===== config.mk =====
export PLATFORM = sky130hd
export DESIGN_NAME = phy_tune_writer
export DESIGN_NICKNAME = d
export VERILOG_FILES = /design/src/rtl/phy_tune_pkg.sv /design/src/rtl/phy_tune_seq.sv /design/src/rtl/phy_tune_shift.sv /design/src/rtl/phy_tune_ctlreg.sv /design/src/rtl/phy_tune_writer.sv
export SDC_FILE = /design/constraint.sdc
export NUM_CORES = 1
export LEC_CHECK = 0
export BUFFER_PORTS_ARGS = -buffer_cell sky130_fd_sc_hd__clkbuf_2
export CAP_MARGIN = 30
export CORE_UTILIZATION = 59
export CTS_CLUSTER_SIZE = 40
export DETAILED_ROUTE_END_ITERATION = 10
export PLACE_DENSITY = 0.95
export SYNTH_ARGS = -nofsm -noshare
export SYNTH_HDL_FRONTEND = slang
export SYNTH_HIERARCHICAL = 1
export SYNTH_SLANG_ARGS = --single-unit

===== constraint.sdc =====
create_clock -name clk -period 4.19 [get_ports clk]
set_clock_uncertainty 0.05 [all_clocks]
set_input_delay 0.6285 -clock clk [delete_from_list [all_inputs] [get_ports clk]]
set_output_delay 0.6285 -clock clk [all_outputs]
set_load 0.01 [all_outputs]

===== src/rtl/phy_tune_pkg.sv =====
package phy_tune_pkg;
  localparam int CTL_W    = 16;
  localparam int TADDR_W  = 8;
  localparam int ADDR_LSB = 8;
  localparam int DBIT_POS = 7;

  typedef enum logic [2:0] {
    ST_IDLE,
    ST_CLEAR,
    ST_ADDR,
    ST_DATA,
    ST_HIGH,
    ST_LOW
  } tune_st_e;
endpackage


===== src/rtl/phy_tune_seq.sv =====
module phy_tune_seq
  import phy_tune_pkg::*;
#(
  parameter int CNT_W     = 6,
  parameter int STROBE_HI = 1
) (
  input  logic             clk,
  input  logic             rst_n,
  input  logic             cmd_valid,
  input  logic [CNT_W-1:0] cmd_len,
  input  logic             zero_first,
  output tune_st_e         state,
  output logic             load,
  output logic             step,
  output logic             busy,
  output logic             done
);
  localparam int HI_W = (STROBE_HI > 1) ? $clog2(STROBE_HI) : 1;

  tune_st_e         st_q, st_d;
  logic [CNT_W-1:0] rem_q, rem_d;
  logic [HI_W-1:0]  hi_q, hi_d;
  logic             done_q, done_d;

  always_comb begin
    st_d   = st_q;
    rem_d  = rem_q;
    hi_d   = hi_q;
    done_d = 1'b0;
    load   = 1'b0;
    step   = 1'b0;
    case (st_q)
      ST_IDLE: begin
        if (cmd_valid) begin
          if (cmd_len == '0) begin
            done_d = 1'b1;
          end else begin
            load  = 1'b1;
            rem_d = cmd_len;
            st_d  = zero_first ? ST_CLEAR : ST_ADDR;
          end
        end
      end
      ST_CLEAR: st_d = ST_ADDR;
      ST_ADDR:  st_d = ST_DATA;
      ST_DATA: begin
        hi_d = HI_W'(STROBE_HI - 1);
        st_d = ST_HIGH;
      end
      ST_HIGH: begin
        if (hi_q == '0) st_d = ST_LOW;
        else            hi_d = hi_q - 1'b1;
      end
      ST_LOW: begin
        if (rem_q == CNT_W'(1)) begin
          done_d = 1'b1;
          st_d   = ST_IDLE;
        end else begin
          step  = 1'b1;
          rem_d = rem_q - 1'b1;
          st_d  = ST_ADDR;
        end
      end
      default: st_d = ST_IDLE;
    endcase
  end

  always_ff @(posedge clk or negedge rst_n) begin
    if (!rst_n) begin
      st_q   <= ST_IDLE;
      rem_q  <= '0;
      hi_q   <= '0;
      done_q <= 1'b0;
    end else begin
      st_q   <= st_d;
      rem_q  <= rem_d;
      hi_q   <= hi_d;
      done_q <= done_d;
    end
  end

  assign state = st_q;
  assign busy  = (st_q != ST_IDLE);
  assign done  = done_q;
endmodule


===== src/rtl/phy_tune_shift.sv =====
module phy_tune_shift
  import phy_tune_pkg::*;
#(
  parameter int DATA_W = 32,
  parameter int IDX_W  = 2
) (
  input  logic               clk,
  input  logic               rst_n,
  input  logic               load,
  input  logic               step,
  input  logic [TADDR_W-1:0] cmd_addr,
  input  logic [DATA_W-1:0]  cmd_data,
  input  logic [IDX_W-1:0]   cmd_phy,
  output logic [TADDR_W-1:0] cur_addr,
  output logic               cur_bit,
  output logic [IDX_W-1:0]   phy_sel
);
  logic [TADDR_W-1:0] addr_q, addr_d;
  logic [DATA_W-1:0]  word_q, word_d;
  logic [IDX_W-1:0]   phy_q, phy_d;
  logic               en;

  assign en = load | step;

  always_comb begin
    addr_d = addr_q;
    word_d = word_q;
    phy_d  = phy_q;
    if (load) begin
      addr_d = cmd_addr;
      word_d = cmd_data;
      phy_d  = cmd_phy;
    end else if (step) begin
      addr_d = addr_q + 1'b1;
      word_d = word_q >> 1;
    end
  end

  always_ff @(posedge clk or negedge rst_n) begin
    if (!rst_n) begin
      addr_q <= '0;
      word_q <= '0;
      phy_q  <= '0;
    end else if (en) begin
      addr_q <= addr_d;
      word_q <= word_d;
      phy_q  <= phy_d;
    end
  end

  assign cur_addr = addr_q;
  assign cur_bit  = word_q[0];
  assign phy_sel  = phy_q;
endmodule


===== src/rtl/phy_tune_ctlreg.sv =====
module phy_tune_ctlreg
  import phy_tune_pkg::*;
#(
  parameter int NUM_PHY = 4,
  parameter int IDX_W   = 2
) (
  input  logic               clk,
  input  logic               rst_n,
  input  tune_st_e           state,
  input  logic [TADDR_W-1:0] cur_addr,
  input  logic               cur_bit,
  input  logic [IDX_W-1:0]   phy_sel,
  output logic [CTL_W-1:0]   ctl_q
);
  logic [NUM_PHY-1:0] phy_hit;
  logic [CTL_W-1:0]   stb_mask;
  logic [CTL_W-1:0]   ctl_d;
  logic               en;

  for (genvar g = 0; g < NUM_PHY; g++) begin : g_phy
    assign phy_hit[g] = (phy_sel == IDX_W'(g));
  end

  always_comb begin
    stb_mask = '0;
    for (int k = 0; k < NUM_PHY; k++) stb_mask[2*k] = phy_hit[k];
  end

  assign en = (state != ST_IDLE);

  always_comb begin
    ctl_d = ctl_q;
    case (state)
      ST_CLEAR: ctl_d = '0;
      ST_ADDR:  ctl_d[ADDR_LSB +: TADDR_W] = cur_addr;
      ST_DATA: begin
        ctl_d[DBIT_POS] = cur_bit;
        ctl_d           = ctl_d & ~stb_mask;
      end
      ST_HIGH:  ctl_d = ctl_q | stb_mask;
      ST_LOW:   ctl_d = ctl_q & ~stb_mask;
      default:  ctl_d = ctl_q;
    endcase
  end

  always_ff @(posedge clk or negedge rst_n) begin
    if (!rst_n)  ctl_q <= '0;
    else if (en) ctl_q <= ctl_d;
  end
endmodule


===== src/rtl/phy_tune_writer.sv =====
module phy_tune_writer
  import phy_tune_pkg::*;
#(
  parameter int DATA_W    = 32,
  parameter int NUM_PHY   = 4,
  parameter int STROBE_HI = 1,
  localparam int CNT_W    = $clog2(DATA_W + 1),
  localparam int IDX_W    = (NUM_PHY > 1) ? $clog2(NUM_PHY) : 1
) (
  input  logic              clk,
  input  logic              rst_n,
  input  logic              cmd_valid,
  input  logic [7:0]        cmd_addr,
  input  logic [DATA_W-1:0] cmd_data,
  input  logic [CNT_W-1:0]  cmd_len,
  input  logic [IDX_W-1:0]  cmd_phy,
  input  logic              zero_first,
  output logic [15:0]       ctl_q,
  output logic              busy,
  output logic              done
);
  tune_st_e           state;
  logic               load, step;
  logic [TADDR_W-1:0] cur_addr;
  logic               cur_bit;
  logic [IDX_W-1:0]   phy_sel;

  phy_tune_seq #(.CNT_W(CNT_W), .STROBE_HI(STROBE_HI)) u_seq (
    .clk(clk), .rst_n(rst_n), .cmd_valid(cmd_valid), .cmd_len(cmd_len),
    .zero_first(zero_first), .state(state), .load(load), .step(step),
    .busy(busy), .done(done)
  );

  phy_tune_shift #(.DATA_W(DATA_W), .IDX_W(IDX_W)) u_shift (
    .clk(clk), .rst_n(rst_n), .load(load), .step(step),
    .cmd_addr(cmd_addr), .cmd_data(cmd_data), .cmd_phy(cmd_phy),
    .cur_addr(cur_addr), .cur_bit(cur_bit), .phy_sel(phy_sel)
  );

  phy_tune_ctlreg #(.NUM_PHY(NUM_PHY), .IDX_W(IDX_W)) u_ctl (
    .clk(clk), .rst_n(rst_n), .state(state), .cur_addr(cur_addr),
    .cur_bit(cur_bit), .phy_sel(phy_sel), .ctl_q(ctl_q)
  );
endmodule


==> results.cfg, run 1 <==
[floorplan]
dieArea_um2 = 5950
ios = 70
start_util = 0.632
rows = 26
coreArea_um2 = 5270
die_w_um = 77.1
dieHeight_um = 77.1

[routing]
first_pass_iters = 5
vias_per_cell = 5.88
vias = 2726
drc = 0
wl_met3_um = 475
routed_wl_um = 7210
wl_met1_um = 3030
drtAntennaViolNets = 0
wire_per_inst_um = 15.5
top_layer_used = met4
dr_wl_met2_um = 3520
drtIter0Drc = 144

[yosys]
ys_ff_latch = 65
seq_area_frac_synth = 0.489
ys.warnings.count = 6
synth-edff-count = 0
synth_area_um2 = 3330
netlist_top_cells_area = dfrtp_1, mux2i_1, o21ai_0
async_reset_ff_frac = 1.00
synth_top_area_share = 0.489
yosysUniqueCellTypes = 50
synth_cells = 328
synth_top_cell_by_area = dfrtp_1
synth_area_per_cell_um2 = 10.2
yosys_most_used_dff = dfrtp_1

[critical_path]
reg2reg_slack_ns = 1.29
endpoint_kind = register
crit_type = reg2reg
start_kind = register
cp_slowest_cell = dfrtp_1
slowest_delay_ns = 0.77
cp.arrival_ns = 3.14
crit_chain = nand3b_1, a31oi_4, buf_4, nand3_1, or4_1, nand3_1
worst-endpoint-required_ns = 4.42
path_common_cell = nand3_1
cp_max_fo = 22

[clock_tree]
hold_buffers = 0
postCtsResizedCells = 0
cts_tree = yes
root_buffer = clkbuf_8
clkTransAtPathRegs_ns = 0.07
h-tree-depth = 3
numCtsBuffers = 9
insertion_delay_ns = 0.35
cts_sinks = 65
cts_buffer_depth = 2
post_cts_buffers = 0

[grt]
antenna_found_initial = 0
grt_usage = 0.265
overflow = 0
grt_pass1_vias = 2645
grt_start_max_net_pins = 54
grt_pass1_wl_um = 12000

[placed_design]
port_buffers = 66
gp_congestion = 0.927
dpl-instance-area_um2 = 3660
hpwl_um = 4930
placed_cells = 448

[layout]
design_area_um2 = 3890
fin_nets = 444
drive_gt1_frac = 0.256
n_antenna_cell = 0
area_delta_synth_final_pct = 16.8
instances_no_fill = 464

[sta]
fin_crit_sh = 0.693
slew_violations = 0
worst_slew_pin_slew_ns = 0.843
setup_viol = 0
tns_ns = 0
finalCriticalPeriod_ns = 2.90
fmax_ghz = 0.345
finalHoldViolCount = 0
rsz0062_at_grt = false
slew_headroom = 0.438

[hold_path]
min_path_type = in2async

[job]
maxCapViolCount = 0

[power]
power_density_nw_per_um2 = 722
p_leak_nw = 1.69
peakVddDrop_v = 0.000335

[status]
status = completed
[flip-flops by register name, indices dropped and copies added, names as in the netlist]
register          cells
u_ctl/ctl_q          13
u_shift/phy_sel       2
u_shift/word_q       32
u_seq/rem_q           6
u_seq/state           3
u_seq/done            1
u_shift/cur_addr      8
[kinds of logic after synthesis]
group,after synthesis,synth area share
and+or+nand+nor,95,0.138
AOI/OAI and AO/OA,94,0.192
DFF,65,0.489
muxes,35,0.106
buffers and inverters,31,0.0522
xor gates and xnor gates,4,0.0105
adders and majority gates,3,0.0113
other,1,0.00113
[per-stage QoR]
step / hold WS (ns) / power, W / worst slack, ns / util
2_1_floorplan: 0.283 / 0.00191 / 1.84 / -
3_3_place_gp: 0.430 / 0.00210 / 1.40 / 0.695
3_5_place_dp: 0.458 / 0.00219 / 1.36 / 0.695
4_1_cts: 0.334 / 0.00281 / 1.35 / 0.738
5_1_grt: 0.379 / 0.00299 / 1.19 / 0.738
6_report: 0.323 / 0.00281 / 1.29 / 0.738
[worst paths after layout]
check	cells past startpoint	from	end
max	6	u_seq/state[0]$_DFFE_PN0P_	u_shift/cur_addr[6]$_DFFE_PN0P_
min	1	rst_n	u_seq/rem_q[3]$_DFFE_PN0P_
max reg2reg	6	u_seq/state[0]$_DFFE_PN0P_	u_shift/cur_addr[6]$_DFFE_PN0P_
min reg2reg	2	u_ctl/ctl_q[7]$_DFFE_PN0P_	u_ctl/ctl_q[7]$_DFFE_PN0P_
max in group asynchronous	2	rst_n	u_shift/cur_addr[6]$_DFFE_PN0P_
min in group clk	3	cmd_data[20]	u_shift/word_q[20]$_DFFE_PN0P_
[where the power goes]
part / internal (W) / total (W) / switching, W
Clock: 0.000365 / 0.000605 / 0.000240
Sequential: 0.000920 / 0.00124 / 0.000323
Combinational: 0.000454 / 0.000960 / 0.000505
Total: 0.00174 / 0.00281 / 0.00107
[metal layers]
metal | track usage | vias up
li1 | - | 1302
met1 | 0.310 | 1289
met2 | 0.432 | 116
met3 | 0.0952 | 19
met4 | 0.123 | 0
met5 | 0 | -
[cell usage after synthesis, types with 2 or more instances]
master / count
inv_1: 8
nor2b_1: 3
o211ai_1: 5
mux2_2: 2
o21ai_1: 3
a211oi_1: 3
o22ai_1: 3
buf_4: 10
nor2_1: 5
o21ai_0: 46
nand2b_1: 4
or4_1: 3
a22o_1: 17
xor2_1: 3
a21oi_1: 3
nand3b_1: 2
clkbuf_1: 4
a22oi_2: 3
nand3_1: 11
buf_2: 4
ha_1: 3
nand2_1: 51
buf_6: 2
dfrtp_1: 65
nand4_1: 4
buf_1: 2
mux2i_1: 33
nor3_1: 4
[cell type report]
cell class / instances / area (um^2)
sequential: 65 / 1630
multi-input combinational: 234 / 1550
fill: 396 / 1380
timing repair buffer: 70 / 360
clock buffer: 11 / 151
tap: 70 / 87.6
clock inverter: 5 / 77.6
inverter: 9 / 33.8
[placed cells by master (no fill, tap or decap), types with 4 or more instances in the layout]
cell	instances
mux2i_1	33
clkbuf_2	66
dfrtp_1	65
o21ai_0	46
nand2_1	51
a22o_1	17
nor2_1	5
inv_1	8
buf_4	4
nand2b_1	4
nor3_1	4
nand4_1	4
o211ai_1	5
nand3_1	11
clkbuf_8	11
[critical path, delay by kind of cell, from the launching register on]
kind | cells | cell delay, ns
DFF | 1 | 0.77
AOI/OAI and AO/OA | 1 | 0.40
and+or+nand+nor | 4 | 1.20
buffers and inverters | 1 | 0.40
Power figures use the tool's default switching activity.
==> inputs of run 2 (changes only) <==
- ABC_AREA: not set -> 1
- CORE_UTILIZATION: 59 -> 55
- PLACE_DENSITY: 0.95 -> 0.91
- clock period: 4.19 -> 2.8 ns (I/O delays scaled with it)
==> results.cfg, run 2 <==
[critical_path]
cp_max_fo = 35
crit_type = reg2reg
start_kind = register
worst-endpoint-required_ns = 2.98
cp.arrival_ns = 2.30
endpoint_kind = register

[routing]
vias = 3030
wire_per_inst_um = 13.9
vias_per_cell = 5.43
drc = 0
routed_wl_um = 7770
drtAntennaViolNets = 0
drtIter0Drc = 216
first_pass_iters = 4

[job]
maxCapViolCount = 0

[grt]
overflow = 0
grt_usage = 0.262
antenna_found_initial = 0
grt_pass1_wl_um = 12800
grt_pass1_vias = 2924
grt_start_max_net_pins = 66

[layout]
largest_reg_flops = 32
fillers = 480
multi_input_area_um2 = 1540
layout_commonest_cell = nand2_1
regMostFlops = u_shift/word_q
regArea_um2 = 1630
final_cell_mix = nand2_1, clkbuf_2, dfrtp_1
instances_no_fill = 558
fin_nets = 533
area_delta_synth_final_pct = 17.1
n_antenna_cell = 0
drive_gt1_frac = 0.269

[clock_tree]
clkTransAtPathRegs_ns = 0.08
root_buffer = clkbuf_8
cts_sinks = 65
postCtsResizedCells = 0
post_cts_buffers = 0
cts_buffer_depth = 2
hold_buffers = 0
cts_tree = yes
h-tree-depth = 3
numCtsBuffers = 9
insertion_delay_ns = 0.34

[floorplan]
coreArea_um2 = 5960
dieArea_um2 = 6570
rows = 28
die_w_um = 81.0
dieHeight_um = 81.0
ios = 70
start_util = 0.577

[power]
p_leak_nw = 2.15
power_density_nw_per_um2 = 1130
peakVddDrop_v = 0.000602

[sta]
worst_slew_pin_slew_ns = 0.814
fin_hold_ws_ns = 0.198
rsz0062_at_grt = false
fmax_ghz = 0.470
finalHoldViolCount = 0
finalCriticalPeriod_ns = 2.13
setup_viol = 0
tns_ns = 0
slew_violations = 0
slew_headroom = 0.457
fin_crit_sh = 0.760

[placed_design]
gp_congestion = 0.798
port_buffers = 66
hpwl_um = 5340
placed_cells = 542

[yosys]
yosys_most_used_dff = dfrtp_1
yosysMostFrequentCell = nand2_1
synth_area_per_cell_um2 = 8.36
netlist_top_cells_area = dfrtp_1, nand2_1, a22oi_2
synth_top_cell_by_area = dfrtp_1
synth-edff-count = 0
synth_area_um2 = 3440
ys_ff_latch = 65
async_reset_ff_frac = 1.00
synth_cells = 411
ys.warnings.count = 6
synth_top_area_share = 0.473
yosys-top-cells-count = nand2_1, dfrtp_1, inv_1
yosysUniqueCellTypes = 32
seq_area_frac_synth = 0.473

[status]
status = completed

[hold_path]
min_path_type = in2async
## run 2: changes by cell type after synthesis, moves of 5 or more
cell / previous run / this run
a22o_1: 17 / 0
buf_4: 10 / 5
o21ai_0: 46 / 14
a22oi_1: 0 / 17
inv_1: 8 / 31
nor2_1: 5 / 17
nand2_1: 51 / 165
mux2i_1: 33 / 0
nand3_1: 11 / 22
a22oi_2: 3 / 14
o21ai_2: 0 / 8
## run 2: cell type report
cell class | instances | share of cell area
clock buffer | 11 | 0.0327
clock inverter | 5 | 0.0258
inverter | 39 | 0.0395
multi-input combinational | 293 | 0.382
sequential | 65 | 0.404
tap | 75 | 0.0233
timing repair buffer | 70 | 0.0927
## run 2: power breakdown
| group | internal, W | total, W | switching (W) |
|---|---|---|---|
| Combinational | 0.000705 | 0.00185 | 0.00114 |
| Clock | 0.000592 | 0.000961 | 0.000369 |
| Sequential | 0.00135 | 0.00172 | 0.000373 |
| Total | 0.00265 | 0.00453 | 0.00188 |
## run 2: kinds of logic after synthesis
logic type | Yosys count | share of synthesized area
AO/OA/AOI/OAI | 64 | 0.151
XOR/XNOR | 1 | 0.00255
adder cells (fa/ha/maj) | 3 | 0.0109
buffers and inverters | 55 | 0.0841
flip-flops | 65 | 0.473
other | 1 | 0.00109
AND/OR/NAND/NOR | 222 | 0.277
## run 2: critical path, cell delays in order, from the launching register on
cell,delay [ns]
dfrtp_1,0.52
nor2_2,0.22
nand2_2,0.18
nor2_4,0.19
buf_4,0.27
inv_2,0.08
nand2_2,0.13
inv_4,0.15
nand2_1,0.11
o211ai_1,0.09
## run 2: path summary, 6_finish.rpt
check / start / end / depth (start not counted) / slack, ns
max: u_seq/state[0]$_DFFE_PN0P_ / u_shift/word_q[27]$_DFFE_PN0P_ / 9 / 0.67
min: rst_n / u_ctl/ctl_q[2]$_DFFE_PN0P_ / 2 / 0.20
max reg2reg: u_seq/state[0]$_DFFE_PN0P_ / u_shift/word_q[27]$_DFFE_PN0P_ / 9 / 0.67
min reg2reg: u_ctl/ctl_q[9]$_DFFE_PN0P_ / u_ctl/ctl_q[9]$_DFFE_PN0P_ / 2 / 0.44
max in group asynchronous: rst_n / u_seq/rem_q[1]$_DFFE_PN0P_ / 2 / 1.97
min in group clk: cmd_phy[0] / u_shift/phy_sel[0]$_DFFE_PN0P_ / 3 / 0.25
## run 2: per-stage QoR
stage	setup slack [ns]	utilization	total power, W	cell area [um^2]
2_1_floorplan	1.07	-	0.00311	3440
4_1_cts	0.686	0.675	0.00453	4020
6_report	0.673	0.675	0.00453	4020
5_1_grt	0.503	0.675	0.00488	4020
3_3_place_gp	0.803	0.636	0.00342	3790
3_5_place_dp	0.705	0.636	0.00355	3790
## run 2: per-layer routing
layer | global-route usage | up-vias | share of wire
li1 | - | 1461 | -
met1 | 0.313 | 1431 | 0.41
met2 | 0.450 | 123 | 0.51
met3 | 0.0596 | 15 | 0.062
met4 | 0.111 | 0 | 0.019
met5 | 0 | - | 0
